===== config.mk =====
export PLATFORM = sky130hd
export DESIGN_NAME = miss_line_cache
export DESIGN_NICKNAME = d
export VERILOG_FILES = /design/src/rtl/mlc_pkg.sv /design/src/rtl/mlc_store.sv /design/src/rtl/mlc_age.sv /design/src/rtl/mlc_rsp.sv /design/src/rtl/miss_line_cache.sv
export SDC_FILE = /design/constraint.sdc
export NUM_CORES = 1
export LEC_CHECK = 0
export BUFFER_PORTS_ARGS = -buffer_cell sky130_fd_sc_hd__buf_2
export CORE_ASPECT_RATIO = 1.75
export CORE_UTILIZATION = 55
export CTS_CLUSTER_DIAMETER = 120
export CTS_CLUSTER_SIZE = 30
export DETAILED_ROUTE_END_ITERATION = 7
export PLACE_DENSITY = 0.84
export REMOVE_ABC_BUFFERS = 1
export SLEW_MARGIN = 5
export SYNTH_ARGS = -nofsm -noshare
export SYNTH_HDL_FRONTEND = slang
export SYNTH_HIERARCHICAL = 1
export SYNTH_SLANG_ARGS = --single-unit

===== constraint.sdc =====
create_clock -name clk -period 24.4 [get_ports clk]
set_clock_uncertainty 0.2 [all_clocks]
set_input_delay 3.66 -clock clk [delete_from_list [all_inputs] [get_ports clk]]
set_output_delay 3.66 -clock clk [all_outputs]
set_load 0.01 [all_outputs]

===== src/rtl/mlc_pkg.sv =====
package mlc_pkg;

    typedef enum logic [1:0] {
        RSP_IDLE = 2'd0,
        RSP_HIT  = 2'd1,
        RSP_MISS = 2'd2
    } rsp_state_e;

endpackage


===== src/rtl/mlc_store.sv =====
module mlc_store #(
    parameter int ENTRIES = 4,
    parameter int ADDR_W  = 28,
    parameter int LINE_W  = 128,
    parameter int IDX_W   = 2
) (
    input  logic               clk,
    input  logic               rst_n,
    input  logic               clr_i,
    input  logic               wr_en_i,
    input  logic [IDX_W-1:0]   wr_idx_i,
    input  logic [ADDR_W-1:0]  wr_tag_i,
    input  logic [LINE_W-1:0]  wr_data_i,
    input  logic [ADDR_W-1:0]  prb_tag_i,
    input  logic [IDX_W-1:0]   rd_idx_i,
    output logic [LINE_W-1:0]  rd_data_o,
    output logic [ENTRIES-1:0] vld_o,
    output logic [ENTRIES-1:0] prb_hit_o,
    output logic [ENTRIES-1:0] fil_hit_o
);

    logic [ADDR_W-1:0] tag_q  [ENTRIES];
    logic [LINE_W-1:0] data_q [ENTRIES];

    for (genvar g = 0; g < ENTRIES; g++) begin : g_entry
        logic sel;
        assign sel = wr_en_i && (wr_idx_i == IDX_W'(g));

        always_ff @(posedge clk) begin
            if (!rst_n || clr_i) begin
                vld_o[g] <= 1'b0;
            end else if (sel) begin
                vld_o[g] <= 1'b1;
            end
        end

        always_ff @(posedge clk) begin
            if (sel) begin
                tag_q[g]  <= wr_tag_i;
                data_q[g] <= wr_data_i;
            end
        end

        assign prb_hit_o[g] = vld_o[g] && (tag_q[g] == prb_tag_i);
        assign fil_hit_o[g] = vld_o[g] && (tag_q[g] == wr_tag_i);
    end

    assign rd_data_o = data_q[rd_idx_i];

endmodule


===== src/rtl/mlc_age.sv =====
module mlc_age #(
    parameter int ENTRIES = 4,
    parameter int IDX_W   = 2
) (
    input  logic               clk,
    input  logic               rst_n,
    input  logic               clr_i,
    input  logic               t0_en_i,
    input  logic [IDX_W-1:0]   t0_idx_i,
    input  logic               t1_en_i,
    input  logic [IDX_W-1:0]   t1_idx_i,
    input  logic [ENTRIES-1:0] vld_i,
    output logic [IDX_W-1:0]   victim_o
);

    localparam logic [IDX_W-1:0] OLDEST = IDX_W'(ENTRIES - 1);

    logic [IDX_W-1:0] age_q [ENTRIES];
    logic [IDX_W-1:0] mid   [ENTRIES];
    logic [IDX_W-1:0] nxt   [ENTRIES];

    // first touch: probe hit
    always_comb begin
        for (int i = 0; i < ENTRIES; i++) begin
            mid[i] = age_q[i];
            if (t0_en_i) begin
                if (IDX_W'(i) == t0_idx_i) begin
                    mid[i] = '0;
                end else if (age_q[i] < age_q[t0_idx_i]) begin
                    mid[i] = age_q[i] + 1'b1;
                end
            end
        end
    end

    // second touch: fill, applied on top of the first
    always_comb begin
        for (int i = 0; i < ENTRIES; i++) begin
            nxt[i] = mid[i];
            if (t1_en_i) begin
                if (IDX_W'(i) == t1_idx_i) begin
                    nxt[i] = '0;
                end else if (mid[i] < mid[t1_idx_i]) begin
                    nxt[i] = mid[i] + 1'b1;
                end
            end
        end
    end

    // victim: lowest invalid entry, else the oldest after the probe touch
    always_comb begin
        logic found;
        found    = 1'b0;
        victim_o = '0;
        for (int i = 0; i < ENTRIES; i++) begin
            if (!found && !vld_i[i]) begin
                victim_o = IDX_W'(i);
                found    = 1'b1;
            end
        end
        if (!found) begin
            for (int i = 0; i < ENTRIES; i++) begin
                if (mid[i] == OLDEST) begin
                    victim_o = IDX_W'(i);
                end
            end
        end
    end

    always_ff @(posedge clk) begin
        for (int i = 0; i < ENTRIES; i++) begin
            if (!rst_n || clr_i) begin
                age_q[i] <= IDX_W'(i);
            end else begin
                age_q[i] <= nxt[i];
            end
        end
    end

endmodule


===== src/rtl/mlc_rsp.sv =====
module mlc_rsp
    import mlc_pkg::*;
#(
    parameter int LINE_W = 128
) (
    input  logic              clk,
    input  logic              rst_n,
    input  logic              probe_en_i,
    input  logic              hit_i,
    input  logic [LINE_W-1:0] data_i,
    output logic              rsp_valid_o,
    output logic              rsp_hit_o,
    output logic [LINE_W-1:0] rsp_data_o
);

    rsp_state_e        state_q;
    rsp_state_e        state_d;
    logic [LINE_W-1:0] line_q;

    always_comb begin
        if (!probe_en_i) begin
            state_d = RSP_IDLE;
        end else if (hit_i) begin
            state_d = RSP_HIT;
        end else begin
            state_d = RSP_MISS;
        end
    end

    always_ff @(posedge clk) begin
        if (!rst_n) begin
            state_q <= RSP_IDLE;
            line_q  <= '0;
        end else begin
            state_q <= state_d;
            if (probe_en_i && hit_i) begin
                line_q <= data_i;
            end
        end
    end

    always_comb begin
        rsp_valid_o = 1'b0;
        rsp_hit_o   = 1'b0;
        rsp_data_o  = '0;
        unique case (state_q)
            RSP_IDLE: begin
                rsp_valid_o = 1'b0;
            end
            RSP_HIT: begin
                rsp_valid_o = 1'b1;
                rsp_hit_o   = 1'b1;
                rsp_data_o  = line_q;
            end
            RSP_MISS: begin
                rsp_valid_o = 1'b1;
            end
            default: begin
                rsp_valid_o = 1'b0;
            end
        endcase
    end

endmodule


===== src/rtl/miss_line_cache.sv =====
module miss_line_cache #(
    parameter int ENTRIES = 4,
    parameter int ADDR_W  = 28,
    parameter int LINE_W  = 128
) (
    input  logic              clk,
    input  logic              rst_n,
    input  logic              flush_i,
    input  logic              probe_valid_i,
    input  logic [ADDR_W-1:0] probe_addr_i,
    output logic              rsp_valid_o,
    output logic              rsp_hit_o,
    output logic [LINE_W-1:0] rsp_data_o,
    input  logic              fill_valid_i,
    input  logic [ADDR_W-1:0] fill_addr_i,
    input  logic [LINE_W-1:0] fill_data_i
);

    localparam int IDX_W = (ENTRIES > 1) ? $clog2(ENTRIES) : 1;

    logic [ENTRIES-1:0] vld_vec;
    logic [ENTRIES-1:0] prb_vec;
    logic [ENTRIES-1:0] fil_vec;
    logic [IDX_W-1:0]   prb_idx;
    logic [IDX_W-1:0]   fil_idx;
    logic [IDX_W-1:0]   victim_idx;
    logic [IDX_W-1:0]   wr_idx;
    logic               prb_any;
    logic               fil_any;
    logic               live_hit;
    logic               live_fill;
    logic [LINE_W-1:0]  rd_data;

    always_comb begin
        prb_idx = '0;
        fil_idx = '0;
        for (int i = 0; i < ENTRIES; i++) begin
            if (prb_vec[i]) prb_idx = IDX_W'(i);
            if (fil_vec[i]) fil_idx = IDX_W'(i);
        end
    end

    assign prb_any   = |prb_vec;
    assign fil_any   = |fil_vec;
    assign live_hit  = probe_valid_i && prb_any && !flush_i;
    assign live_fill = fill_valid_i && !flush_i;
    assign wr_idx    = fil_any ? fil_idx : victim_idx;

    mlc_store #(
        .ENTRIES(ENTRIES), .ADDR_W(ADDR_W), .LINE_W(LINE_W), .IDX_W(IDX_W)
    ) store_i (
        .clk       (clk),
        .rst_n     (rst_n),
        .clr_i     (flush_i),
        .wr_en_i   (live_fill),
        .wr_idx_i  (wr_idx),
        .wr_tag_i  (fill_addr_i),
        .wr_data_i (fill_data_i),
        .prb_tag_i (probe_addr_i),
        .rd_idx_i  (prb_idx),
        .rd_data_o (rd_data),
        .vld_o     (vld_vec),
        .prb_hit_o (prb_vec),
        .fil_hit_o (fil_vec)
    );

    mlc_age #(
        .ENTRIES(ENTRIES), .IDX_W(IDX_W)
    ) age_i (
        .clk      (clk),
        .rst_n    (rst_n),
        .clr_i    (flush_i),
        .t0_en_i  (live_hit),
        .t0_idx_i (prb_idx),
        .t1_en_i  (live_fill),
        .t1_idx_i (wr_idx),
        .vld_i    (vld_vec),
        .victim_o (victim_idx)
    );

    mlc_rsp #(
        .LINE_W(LINE_W)
    ) rsp_i (
        .clk         (clk),
        .rst_n       (rst_n),
        .probe_en_i  (probe_valid_i),
        .hit_i       (live_hit),
        .data_i      (rd_data),
        .rsp_valid_o (rsp_valid_o),
        .rsp_hit_o   (rsp_hit_o),
        .rsp_data_o  (rsp_data_o)
    );

endmodule


==> metrics.md <==
| Metric | Value |
|---|---|
| Routability congestion estimate | 0.9369 |
| Synth Area in Compound Gates | 0.04836 |
| Via density | 6.037 |
| Drt pass-1 iters | 6 |
| Synth area leaders | edfxtp_1 58%, mux4_2 9.1%, dfxtp_1 8.8% |
| Worst Tran Pin Value | 1.283 ns |
| Global-route wire length before repair | 120300 µm |
| Slew HR | 0.1427 |
| Post-Syn Instances | approximately 2000 |
| Share of layout cells above drive strength 1 | 0.2782 |
| Setup violations, final | 0 |
| Synth Area in Adders | 0.003504 |
| Register area share after synthesis | 0.6715 |
| Standard-cell rows | roughly 120 |
| Fin crit share | 0.4571 |
| Sequential cell area | around 22000 µm² |
| Final slew viol count | 0 |
| Total number of vias | between 15000 and 20000 |
| Initial core utilization | 0.5591 |
| Commonest non-fill, non-tap cell in the layout | edfxtp_1 |
| Yosys cell types | 69 |
| Hold_sp | rsp_i/line_q[110] |
| Final wirelength | between 80000 and 90000 µm |
| Post-Syn Area | approximately 32000 µm² |
| Min Hold Slack | between 0.2 and 0.3 ns |
| Data required time of the worst path | 24.45 ns |
| Setup tns final | 0 ns |
| Critical Path Fanout Max | a little under 90 |
| Post-synthesis simple-gate area fraction | 0.09407 |
| Post-route insts no fill | a little over 3000 |
| Die width | ~180 µm |
| Total GRT Usage | 0.2791 |
| Most frequent cells in the layout | 624 x edfxtp_1, 316 x buf_2, 151 x nand4_1 |
| DRT iter0 DRCs | about 1700 |
| Hold path cells | 2 |
| Final Hold Vio Count | 0 |
| Final nets | between 2000 and 2500 |
| Setup bufs post-CTS | 0 |
| Dpl cells | roughly 3000 |
| Post-synth top flop | edfxtp_1 |
| FF-to-FF End | store_i/data_q[2][54] |
| Core ar. | between 50000 and 60000 µm² |
| Max Cap Viol | 0 |
| Final setup margin | 13.25 ns |
| Drt drc | 0 |
| Die H | about 320 µm |
| Status | completed |
| CTS HTree Levels | 1 |
| CTS Hold Bufs | 0 |
| Register bit total from synthesis | between 700 and 800 |
| Synth top area share | 0.5831 |
| Worst EP arrival | 11.20 ns |
| I/O Buffers | between 300 and 400 |
| Worst min path class | reg -> reg |
| PwrDens | approximately 61 nW/µm² |
| HPWL Detailed | ~56000 µm |
| DR WL/cell | between 20 and 30 µm |
| Max frequency | roughly 0.090 GHz |
| Setup crit end kind | register |
| Post-CTS sizing | 0 |
| Antenna violations before repair | 25 |
| Root buf cell | clkbuf_16 |
| Maximum VDD drop | 0.05971 mV |
| # IOs | between 300 and 400 |
| Number of buffers created by CTS | 29 |
| Crit start category | input port |
| Grt total ovfl | 0 |
| Area Overhead vs Synth | 8.718% |
| RSZ-0062 raised after global routing | false |
| Maximum clock path buffer count | 3 |
| Post-synthesis mux area share | 0.09352 |
| Post-Syn Area per Cell | roughly 16 µm² |
| Largest net degree at the start of global routing | roughly 110 |
| Post-DRT Antenna Nets | 0 |
| Pre-CTS setup slack | 12.64 ns |
| R2R Path Start | store_i/tag_q[2][13] |
| Period minus WS final | between 10 and 15 ns |
| Async SR Flop Fraction | 0 |
| Synth warn | 6 |
| Clock Sink Count | between 700 and 800 |
| Critical path class | in -> reg |
| Area of the multi-input gates | 9657 µm² |
| EDFF count, synth | 624 |
| Reg2reg path depth | 17 |
| Die outline area | a little under 60000 µm² |
| Worst-Skew Late Latency | 0.64 ns |
| Worst hold path endpoint | rsp_i/line_q[110] |
| Xor/xnor share of the synthesized area | 0.05941 |
| Leading area contributor after synthesis | edfxtp_1 |
| Leakage | ~12 nW |
| Clk slew on worst S/H paths | 0.10 ns |
| Fill cell count | roughly 4400 |
| Vias in the first global route | ~19000 |
| Largest family of logic cells by synthesized area | simple AND/OR/NAND/NOR gates |
| Flop-to-flop setup slack | 15.90 ns |
| CTS tree | done |
[cell families after synthesis]
family,Yosys count
buffers and inverters,147
xor gates and xnor gates,218
muxes,136
AOI/OAI and AO/OA,201
adders and majority gates,9
DFF,766
and+or+nand+nor,530
[state kept, by name, summed over array words and instances (netlist names)]
signal / cells
rsp_i/state_q: 2
rsp_i/line_q: 128
age_i/age_q: 8
store_i/tag_q: 112
store_i/data_q: 512
store_i/vld_o: 4
[layout make-up]
type                    count  share of cell area
clock inverters             2           0.0007163
inverters                  26            0.002793
multi-input cells        1094              0.2764
clock buffers              52             0.02324
well taps                 767             0.02747
diodes                     18            0.001289
repair buffers            339             0.05039
flip-flops and latches    766              0.6177
[how the worst max path moves through the flow]
stage / startpoint / endpoint / slack, ns / cells past startpoint
after floorplan: probe_addr_i[23] / store_i/data_q[0][0] / -0.17 / 16
after global placement: probe_addr_i[27] / store_i/data_q[2][54] / 12.63 / 18
after detailed placement: probe_addr_i[27] / store_i/data_q[2][83] / 12.64 / 18
after CTS: probe_addr_i[27] / store_i/tag_q[2][10] / 13.27 / 18
after global routing: probe_addr_i[27] / store_i/data_q[2][14] / 12.90 / 18
final: probe_addr_i[27] / store_i/data_q[2][54] / 13.25 / 18
[metal layers]
layer	global-route usage	wire, µm	vias to the layer above
li1	-	-	8175
met1	0.3287	29490	9348
met2	0.5034	44280	798
met3	0.02759	4317	166
met4	0.1420	4507	10
met5	0	69	-
[metrics by stage]
step / power (mW) / util / cell area [µm²]
6_report: 2.140 / 0.6079 / 34940
5_1_grt: 2.197 / 0.6078 / 34930
4_1_cts: 2.151 / 0.6071 / 34890
3_5_place_dp: 1.564 / 0.5925 / 34060
3_3_place_gp: 1.560 / 0.5925 / 34060
2_1_floorplan: 1.501 / - / 31280
[power breakdown]
| group | leakage, nW | switching, mW | internal, mW |
|---|---|---|---|
| sequential | 6.81 | 0.00583 | 1.43 |
| combinational | 4.50 | 0.0686 | 0.0340 |
| clock | 0.396 | 0.375 | 0.231 |
[cells in the mapped netlist (8+ instances only)]
library cell,number
nand2_1,139
o21ai_2,102
nor3_1,9
nand3_1,12
dfxtp_1,142
nor4_1,31
xnor2_1,68
edfxtp_1,624
nor2_1,18
buf_12,10
buf_2,65
clkbuf_1,23
o21ai_1,29
ha_1,9
mux4_2,130
nand4_1,151
nor2b_1,8
nor4_2,10
inv_1,23
a21oi_1,10
xor2_1,150
buf_6,19
and2_1,128
o21ai_0,16
[critical path, stage by stage]
cell and delay (ns):
buf_2 0.14, xor2_1 0.17, nor4_1 0.59, nand4_1 0.20
nor4_2 0.31, or2_4 0.83, o311a_4 1.02, buf_4 0.73
a21oi_1 0.13, a311o_1 0.45, inv_2 0.10, ha_1 0.19
nor2b_1 0.06, o21ai_0 0.13, a21boi_0 0.10, a221o_1 0.52
nor2_4 0.77, buf_4 0.95
No activity file was read; power rests on OpenSTA's default activity.
